**src/rtl/sre_pkg.sv**
```systemverilog
package sre_pkg;
  localparam int REG_W   = 32;
  localparam int OPC_W   = 8;
  localparam int ADR_W   = 8;
  localparam logic [OPC_W-1:0] OP_READ = 8'h03;
  localparam logic [OPC_W-1:0] OP_STAT = 8'h05;
  localparam int STAT_BITS = 8;

  // register field positions (software-visible layout)
  localparam int B_SK   = 0;
  localparam int B_CS   = 1;
  localparam int B_DIN  = 2;
  localparam int B_DOUT = 3;
  localparam int B_FWE  = 4;   // two bits
  localparam int B_REQ  = 6;
  localparam int B_GNT  = 7;
  localparam int B_PRES = 8;
  localparam int B_SIZE = 9;   // two bits
  localparam int B_TYPE = 13;

  typedef enum logic [1:0] {
    PH_OPC  = 2'd0,
    PH_ADR  = 2'd1,
    PH_RDAT = 2'd2,
    PH_STAT = 2'd3
  } phase_t;

  // reset image of the storage array
  function automatic logic [15:0] image_word(input int idx);
    return (idx == 0) ? 16'hBABA : 16'h0000;
  endfunction

  // MSB-first serial shift
  function automatic logic [7:0] shift_msb(input logic [7:0] cur, input logic b);
    return {cur[6:0], b};
  endfunction
endpackage

```
**src/rtl/sre_ctl_reg.sv**
```systemverilog
module sre_ctl_reg
  import sre_pkg::*;
(
  input  logic             clk,
  input  logic             rst_n,
  input  logic             wr_en,
  input  logic [REG_W-1:0] wr_data,
  input  logic             dout_i,
  output logic [REG_W-1:0] rd_data,
  output logic             step_o,
  output logic             din_o
);
  logic       sk_q, cs_q, din_q, req_q, gnt_q, pres_q, type_q;
  logic [1:0] fwe_q, size_q;

  logic unused_ok;
  assign unused_ok = ^{wr_data[31:14], wr_data[12:11], wr_data[B_DOUT], wr_data[B_GNT]};

  // rising serial clock seen across two writes
  assign step_o = wr_en && !sk_q && wr_data[B_SK];
  assign din_o  = wr_data[B_DIN];

  always_ff @(posedge clk) begin
    if (!rst_n) begin
      sk_q   <= 1'b0;
      cs_q   <= 1'b0;
      din_q  <= 1'b0;
      req_q  <= 1'b0;
      gnt_q  <= 1'b0;
      pres_q <= 1'b0;
      type_q <= 1'b1;
      fwe_q  <= 2'd1;
      size_q <= 2'd0;
    end else if (wr_en) begin
      sk_q   <= wr_data[B_SK];
      cs_q   <= wr_data[B_CS];
      din_q  <= wr_data[B_DIN];
      req_q  <= wr_data[B_REQ];
      gnt_q  <= wr_data[B_REQ];
      pres_q <= wr_data[B_PRES];
      type_q <= wr_data[B_TYPE];
      fwe_q  <= wr_data[B_FWE+1:B_FWE];
      size_q <= wr_data[B_SIZE+1:B_SIZE];
    end
  end

  always_comb begin
    rd_data                  = '0;
    rd_data[B_SK]            = sk_q;
    rd_data[B_CS]            = cs_q;
    rd_data[B_DIN]           = din_q;
    rd_data[B_DOUT]          = dout_i;
    rd_data[B_FWE+1:B_FWE]   = fwe_q;
    rd_data[B_REQ]           = req_q;
    rd_data[B_GNT]           = gnt_q;
    rd_data[B_PRES]          = pres_q;
    rd_data[B_SIZE+1:B_SIZE] = size_q;
    rd_data[B_TYPE]          = type_q;
  end
endmodule

```
**src/rtl/sre_rom.sv**
```systemverilog
module sre_rom
  import sre_pkg::*;
#(
  parameter int DEPTH  = 64,
  parameter int WORD_W = 16,
  localparam int AW    = $clog2(DEPTH)
) (
  input  logic              clk,
  input  logic              rst_n,
  input  logic [AW-1:0]     rd_addr,
  output logic [WORD_W-1:0] rd_word
);
  logic [WORD_W-1:0] mem_q [DEPTH];

  // image is loaded at reset and held; no write commands exist
  always_ff @(posedge clk) begin
    if (!rst_n) begin
      for (int i = 0; i < DEPTH; i++) mem_q[i] <= WORD_W'(image_word(i));
    end else begin
      for (int i = 0; i < DEPTH; i++) mem_q[i] <= mem_q[i];
    end
  end

  assign rd_word = mem_q[rd_addr];
endmodule

```
**src/rtl/sre_proto.sv**
```systemverilog
module sre_proto
  import sre_pkg::*;
#(
  parameter int DEPTH  = 64,
  parameter int WORD_W = 16,
  localparam int AW    = $clog2(DEPTH),
  localparam int CNT_W = $clog2(WORD_W)
) (
  input  logic              clk,
  input  logic              rst_n,
  input  logic              step,
  input  logic              din,
  input  logic [WORD_W-1:0] rom_word,
  output logic [AW-1:0]     rom_addr,
  output logic              dout,
  output logic              err,
  output phase_t            phase,
  output logic              opc_done,
  output logic              bad_opc,
  output logic              cmd_done,
  output logic              addr_oob
);
  logic [OPC_W-1:0] opc_q;
  logic [ADR_W-1:0] adr_q;
  logic [CNT_W-1:0] cnt_q;
  logic [OPC_W-1:0] opc_nx;
  logic             last8, last16;

  assign opc_nx   = shift_msb(opc_q, din);
  assign last8    = (cnt_q == CNT_W'(OPC_W-1));
  assign last16   = (cnt_q == CNT_W'(WORD_W-1));
  assign rom_addr = adr_q[AW-1:0];
  assign addr_oob = (adr_q >= ADR_W'(DEPTH));

  assign opc_done = step && (phase == PH_OPC) && last8;
  assign bad_opc  = opc_done && (opc_nx != OP_READ) && (opc_nx != OP_STAT);
  assign cmd_done = step && (((phase == PH_RDAT) && last16) ||
                             ((phase == PH_STAT) && (cnt_q == CNT_W'(STAT_BITS-1))));

  always_ff @(posedge clk) begin
    if (!rst_n) begin
      phase <= PH_OPC;
      opc_q <= '0;
      adr_q <= '0;
      cnt_q <= '0;
      dout  <= 1'b0;
      err   <= 1'b0;
    end else if (step) begin
      cnt_q <= cnt_q + 1'b1;
      unique case (phase)
        PH_OPC: begin
          opc_q <= opc_nx;
          if (last8) begin
            cnt_q <= '0;
            opc_q <= '0;
            if (opc_nx == OP_READ)      phase <= PH_ADR;
            else if (opc_nx == OP_STAT) phase <= PH_STAT;
            else begin
              phase <= PH_OPC;
              err   <= 1'b1;
            end
          end
        end
        PH_ADR: begin
          adr_q <= shift_msb(adr_q, din);
          if (last8) begin
            cnt_q <= '0;
            phase <= PH_RDAT;
          end
        end
        PH_RDAT: begin
          dout <= addr_oob ? 1'b0 : rom_word[cnt_q];
          if (addr_oob) err <= 1'b1;
          if (last16) begin
            cnt_q <= '0;
            adr_q <= '0;
            phase <= PH_OPC;
          end
        end
        PH_STAT: begin
          dout <= 1'b0;
          if (cnt_q == CNT_W'(STAT_BITS-1)) begin
            cnt_q <= '0;
            phase <= PH_OPC;
          end
        end
        default: phase <= PH_OPC;
      endcase
    end
  end
endmodule

```
**src/rtl/serial_eeprom_emu.sv**
```systemverilog
module serial_eeprom_emu
  import sre_pkg::*;
#(
  parameter int DEPTH  = 64,
  parameter int WORD_W = 16
) (
  input  logic        clk,
  input  logic        rst_n,
  input  logic        wr_en,
  input  logic [31:0] wr_data,
  output logic [31:0] rd_data,
  output logic        err
);
  localparam int AW = $clog2(DEPTH);

  logic              step, din, dout;
  logic [AW-1:0]     rom_addr;
  logic [WORD_W-1:0] rom_word;
  phase_t            phase;
  logic              opc_done, bad_opc, cmd_done, addr_oob;

  sre_ctl_reg u_reg (
    .clk(clk), .rst_n(rst_n), .wr_en(wr_en), .wr_data(wr_data),
    .dout_i(dout), .rd_data(rd_data), .step_o(step), .din_o(din)
  );

  sre_rom #(.DEPTH(DEPTH), .WORD_W(WORD_W)) u_rom (
    .clk(clk), .rst_n(rst_n), .rd_addr(rom_addr), .rd_word(rom_word)
  );

  sre_proto #(.DEPTH(DEPTH), .WORD_W(WORD_W)) u_proto (
    .clk(clk), .rst_n(rst_n), .step(step), .din(din),
    .rom_word(rom_word), .rom_addr(rom_addr), .dout(dout), .err(err),
    .phase(phase), .opc_done(opc_done), .bad_opc(bad_opc),
    .cmd_done(cmd_done), .addr_oob(addr_oob)
  );
endmodule

```
**config.mk**
```make
export PLATFORM = sky130hd
export DESIGN_NAME = serial_eeprom_emu
export DESIGN_NICKNAME = d
export VERILOG_FILES = /design/src/rtl/sre_pkg.sv /design/src/rtl/sre_ctl_reg.sv /design/src/rtl/sre_rom.sv /design/src/rtl/sre_proto.sv /design/src/rtl/serial_eeprom_emu.sv
export SDC_FILE = /design/constraint.sdc
export NUM_CORES = 1
export LEC_CHECK = 0
export CAP_MARGIN = 10
export CORE_ASPECT_RATIO = 1.2
export CORE_MARGIN = 2
export CORE_UTILIZATION = 43
export DETAILED_ROUTE_END_ITERATION = 16
export HOLD_SLACK_MARGIN = 0.06
export MAX_ROUTING_LAYER = met4
export PLACE_DENSITY = 0.89
export SKIP_CTS_REPAIR_TIMING = 1
export SLEW_MARGIN = 20
export SYNTH_ARGS = -nofsm -noshare
export SYNTH_HDL_FRONTEND = slang
export SYNTH_SLANG_ARGS = --single-unit
```
**constraint.sdc**
```tcl
create_clock -name clk -period 2 [get_ports clk]
set_input_delay 0.5 -clock clk [delete_from_list [all_inputs] [get_ports clk]]
set_output_delay 0.5 -clock clk [all_outputs]
set_load 0.01 [all_outputs]
```
==> Word level (Yosys, flattened, before mapping) <==
Memory sizes are Yosys's and may differ from the RTL's. A register that Yosys moved wholly into a read port is not among the register bits.
Index checks and enable logic that the tools add are counted.
{ "totals": {"ram_bits": 1024, "elab_cells": 201, "regBits": 33, "output_inout_bits": 33, "n_memories": 1} }
{ "classes": {"n_bitwise": 64, "mux": 90, "addsub": 1, "n_lt_le_gt_ge": 2, "reduce_logical": 14, "eq_ne": 15} }
{ "memory_table": {"columns": ["name", "words", "width", "read_ports", "rd_clocked_by_memory_dff", "wr", "line", "source"], "rows": [
  ["u_rom.mem_q", 64, 16, 1, 1, 64, "sre_rom.sv:13", "logic [WORD_W-1:0] mem_q [DEPTH];"]
]} }
{ "ops": {"columns": ["operator", "count"], "rows": [
  ["$mux W16", 64],
  ["$or A1 B1 Y1", 64],
  ["$pmux W8 S2", 1],
  ["$mux W2", 6],
  ["$mux W6", 2],
  ["$ne A2 B1 Y1 const B", 5],
  ["$eq A8 B2 Y1 const B", 1],
  ["$eq A8 B3 Y1 const B", 1],
  ["$ge A8 B7 Y1 const B", 1],
  ["$mux W1", 8],
  ["$mux W4", 2],
  ["$mux W8", 1],
  ["$pmux W2 S4", 1],
  ["$pmux W4 S2", 1],
  ["$mux W7", 1],
  ["$reduce_and A2 Y1", 3],
  ["$reduce_and A6 Y1", 1],
  ["$reduce_bool A2 Y1", 3],
  ["$lt A4 B5 Y1 const B", 1],
  ["$reduce_and A5 Y1", 1],
  ["$add A4 B1 Y4 const B", 1],
  ["$bmux W1 S4", 1],
  ["$eq A2 B2 Y1 const B", 2],
  ["$eq A4 B3 Y1 const B", 1],
  ["other kinds (10)", 13]
]} }

==> Logic depth before layout (Yosys ltp) <==
{ "depth": {"word_depth": 6, "ltp_mapped": 5} }

==> By module <==
From an unflattened synthesis, not the netlist that was laid out.
{ "hier_totals": {"cells_unflattened": 214, "area_unflattened_um2": 1951.9} }
{ "modules_own_cells": {"columns": ["mod", "area_each_um2", "cells_each", "instances"], "rows": [
  ["sre_proto", 1217.4, 134, 1],
  ["sre_ctl_reg", 600.6, 62, 1],
  ["sre_rom", 133.9, 18, 1]
]} }

==> Worst setup path before layout <==
No wires, ideal clock.
{ "synth_path": {"path_type": "input-to-reg", "start": "input wr_data[2]", "end": "register u_proto.phase[0]", "arrival_ns": 1.584, "cell_stages": 4, "slack_ns": 0.350, "setup_time_ns": 0.066, "path_buffers": 0, "path_cell_list": "or4b_4 > nand4b_4 > or3_1 > a21oi_2"} }
{ "synth_between": {"elab_chain_len": 5} }
{ "synth_rtl": {"columns": ["item", "line", "source"], "rows": [
  ["from (decl)", "serial_eeprom_emu.sv:10", "input logic [31:0] wr_data,"],
  ["$eq A8 B3 Y1", "sre_proto.sv:57", "else if (opc_nx == OP_STAT) phase <= PH_STAT;"],
  ["$mux W2", "sre_proto.sv:57", null],
  ["$mux W2 (*)", "sre_proto.sv:56", "if (opc_nx == OP_READ) phase <= PH_ADR;"],
  ["$mux W2 (*)", "sre_proto.sv:53", "if (last8) begin"],
  ["$pmux W2 S4 (*)", "sre_proto.sv:50", "unique case (phase)"],
  ["to (signal assigned)", "sre_proto.sv:56", null],
  ["to (signal assigned)", "sre_proto.sv:57", null],
  ["to (signal assigned)", "sre_proto.sv:59", "phase <= PH_OPC;"],
  ["to (decl)", "sre_proto.sv:17", "output phase_t phase,"]
]} }
Mark *: on every way between the ends. The rest lies on a longest branch, timed or not. The select of a mux whose other input is x is not followed.
A chain may end at the register's enable or synchronous reset.

==> Final worst setup path <==
Same ends and word-level chain as after synthesis.

==> run metrics <==
dpl ws=-0.189 ns; RSZ-0062 raised after global routing=false; Final Wtd Congestion=0.807; multi-input logic area=831 um2; H-tree levels=2; routed wire length=3340 um; GRT Total Usage=0.157; Post-synth EDFFs=0; num rows=25; register area share after synthesis=0.436; Final Cell Area=2130 um2; most frequent cells after synthesis=dfxtp_1, buf_4, nand2_1; io pins=68; CTS root buf=clkbuf_8; Max Buffers Root-to-Sink=2; wire per inst=12.2 um; grt ovf=0; Avg Vias per Cell=4.83; drt drc=0; worst path arrival time=2.12 ns; crit path max fanout=2; Slew Viols, Final=0; Post-Syn Area per Cell=9.37 um2; register area=781 um2; final hold vios=0; diode count=0; Placeable Area=3970 um2; DRT iter0 DRCs=41; number of synthesized register bits=39; overall power=1.53 mW; first-pass GRT wire length=5440 um; Startpoint Class=input pin; top cell type's share of synthesized area=0.436; initial antenna violation count=0; Pre-antenna DRT Iters=4; # clock sinks=39; via count=1318; Leak=0.823 nW; final net count=254; Critical path origin=wr_data[2]; R2R Setup Slk=0.32 ns; Net Sw Frac=0.221; Worst VDD drop=0.327 mV; Worst Path Class, Setup=in2reg; combinational power share=0.104; family with the most delay on the worst path=simple AND/OR/NAND/NOR gates; CP Cell Sequence=clkdlybuf4s50_1 -> or4b_4 -> nand4b_4 -> or3_1 -> a21oi_2; Yosys cell types=37; largest net degree at the start of global routing=12; top-count cell post-synth=dfxtp_1; TritonCTS buffer count=5; part of the power in registers=0.526; Starting Density=0.450; Area Overhead vs Synth=19.1%; CP peak stage delay=0.47 ns; Clk pin slew, worst setup/hold paths=0.07 ns; Async SR Flop Fraction=0; top cell type by total area after synthesis=dfxtp_1; clock skew=0.00309 ns; max cap viols=0; Crit path buffers/inverters=1; Hold Path Class=reg2reg; mapped cell area=1790 um2; top cells by area, synth=dfxtp_1, buf_4, mux2i_1, nand2_1, o32ai_1; port buffer count=25; # fillers=358; Hold Startpoint=u_proto.opc_q[4]$_SDFFE_PN0P_; antenna viol nets, final=0; CP endpoint kind=flip-flop; Final setup viols=0; die height=74.7 um; YS warnings=0; worst hold margin=0.472 ns; min cycle time layout=1.89 ns; later-pin clock latency in the skew report=0.29 ns; CTS tree=yes; placed cell area=2030 um2; DP HPWL=2570 um; number of global-route vias before repair=1216; layout cells sized above 1=0.119; Net Sw Power=0.338 mW; R2R Path Start=u_proto.cnt_q[0]$_SDFFE_PN0P_; Worst Path Required=2.23 ns; cell area power density=717 nW/um2; status=complete, no violations; Primary FF master, synth=dfxtp_1; Final WS setup=0.111 ns; Internal Power=1.19 mW; Final period util=0.944; die area=4690 um2; Die W=62.9 um; CP max stage cell=clkdlybuf4s50_1; clock power share=0.370; Fmax=0.529 GHz; Post-Syn Instances=191
-- worst paths after layout --
path,end,depth (start not counted)
setup reg to reg,flip-flop,5
hold reg to reg,u_proto.opc_q[4]$_SDFFE_PN0P_,2
hold / removal,u_proto.opc_q[4]$_SDFFE_PN0P_,2
setup / recovery,u_proto.phase[0]$_SDFFE_PN0P_,5
-- through the flow --
step	setup TNS, ns	instances	utilization
detailed placement	-0.435	265	0.511
global placement	-0.311	265	0.511
global route	0	273	0.536
floorplan	0	210	-
finish	0	273	0.536
CTS	0	273	0.536
-- final cells by class --
class,count,share of cell area
clock buffer,8,0.0470
inverter,1,0.00176
sequential,39,0.366
tap,54,0.0317
multi-input combinational,133,0.390
timing repair buffer,38,0.163
-- power groups by stage --
stage	Combinational (mW)	Sequential (mW)	Clock (mW)
floorplan	0.121	0.821	0
global placement	0.156	0.820	0
detailed placement	0.160	0.822	0
CTS	0.160	0.804	0.585
global route	0.173	0.805	0.618
finish	0.159	0.804	0.565
-- cells in the final DEF, fill, tap and decap left out, types with 2 or more instances in the layout --
cell             Yosys  routed
o32ai_1              8       8
a21oi_2              2       2
nand3b_1             2       2
o21ai_0              3       3
mux2i_1             11      11
nor3_1               2       2
or3_1                2       2
nor4_1               2       2
clkbuf_8             0       7
nor2b_1             10      10
nand2_1             27      27
nand3_1              8       8
clkdlybuf4s50_1      0      25
nor2_1               4       4
nand2b_1             3       3
conb_1               1      20
buf_4               28      13
o21ai_1              2       2
xnor2_1              4       4
dfxtp_1             39      39
a21boi_1             9       9
-- layer usage --
| layer | global-route usage | vias to the layer above | wire length (um) |
|---|---|---|---|
| met5 | - | - | 0 |
| met4 | 0.0667 | 0 | 54 |
| met3 | 0.0553 | 6 | 182 |
| met2 | 0.284 | 51 | 1750 |
| met1 | 0.153 | 601 | 1350 |
| li1 | - | 660 | - |
-- cells by family after synthesis --
logic type / Yosys count / share of synthesized area
and+or+nand+nor: 67 / 0.201
DFF: 39 / 0.436
other: 1 / 0.00210
buffers and inverters: 38 / 0.139
xor gates and xnor gates: 5 / 0.0287
adders and majority gates: 1 / 0.00699
AOI/OAI and AO/OA: 29 / 0.124
muxes: 11 / 0.0615
-- tightest hold or removal path, stage by stage (launching register included) --
cell	delay, ns
dfxtp_1	0.32
nand2_1	0.06
a21boi_1	0.05
(Power assumes the default switching activity.)
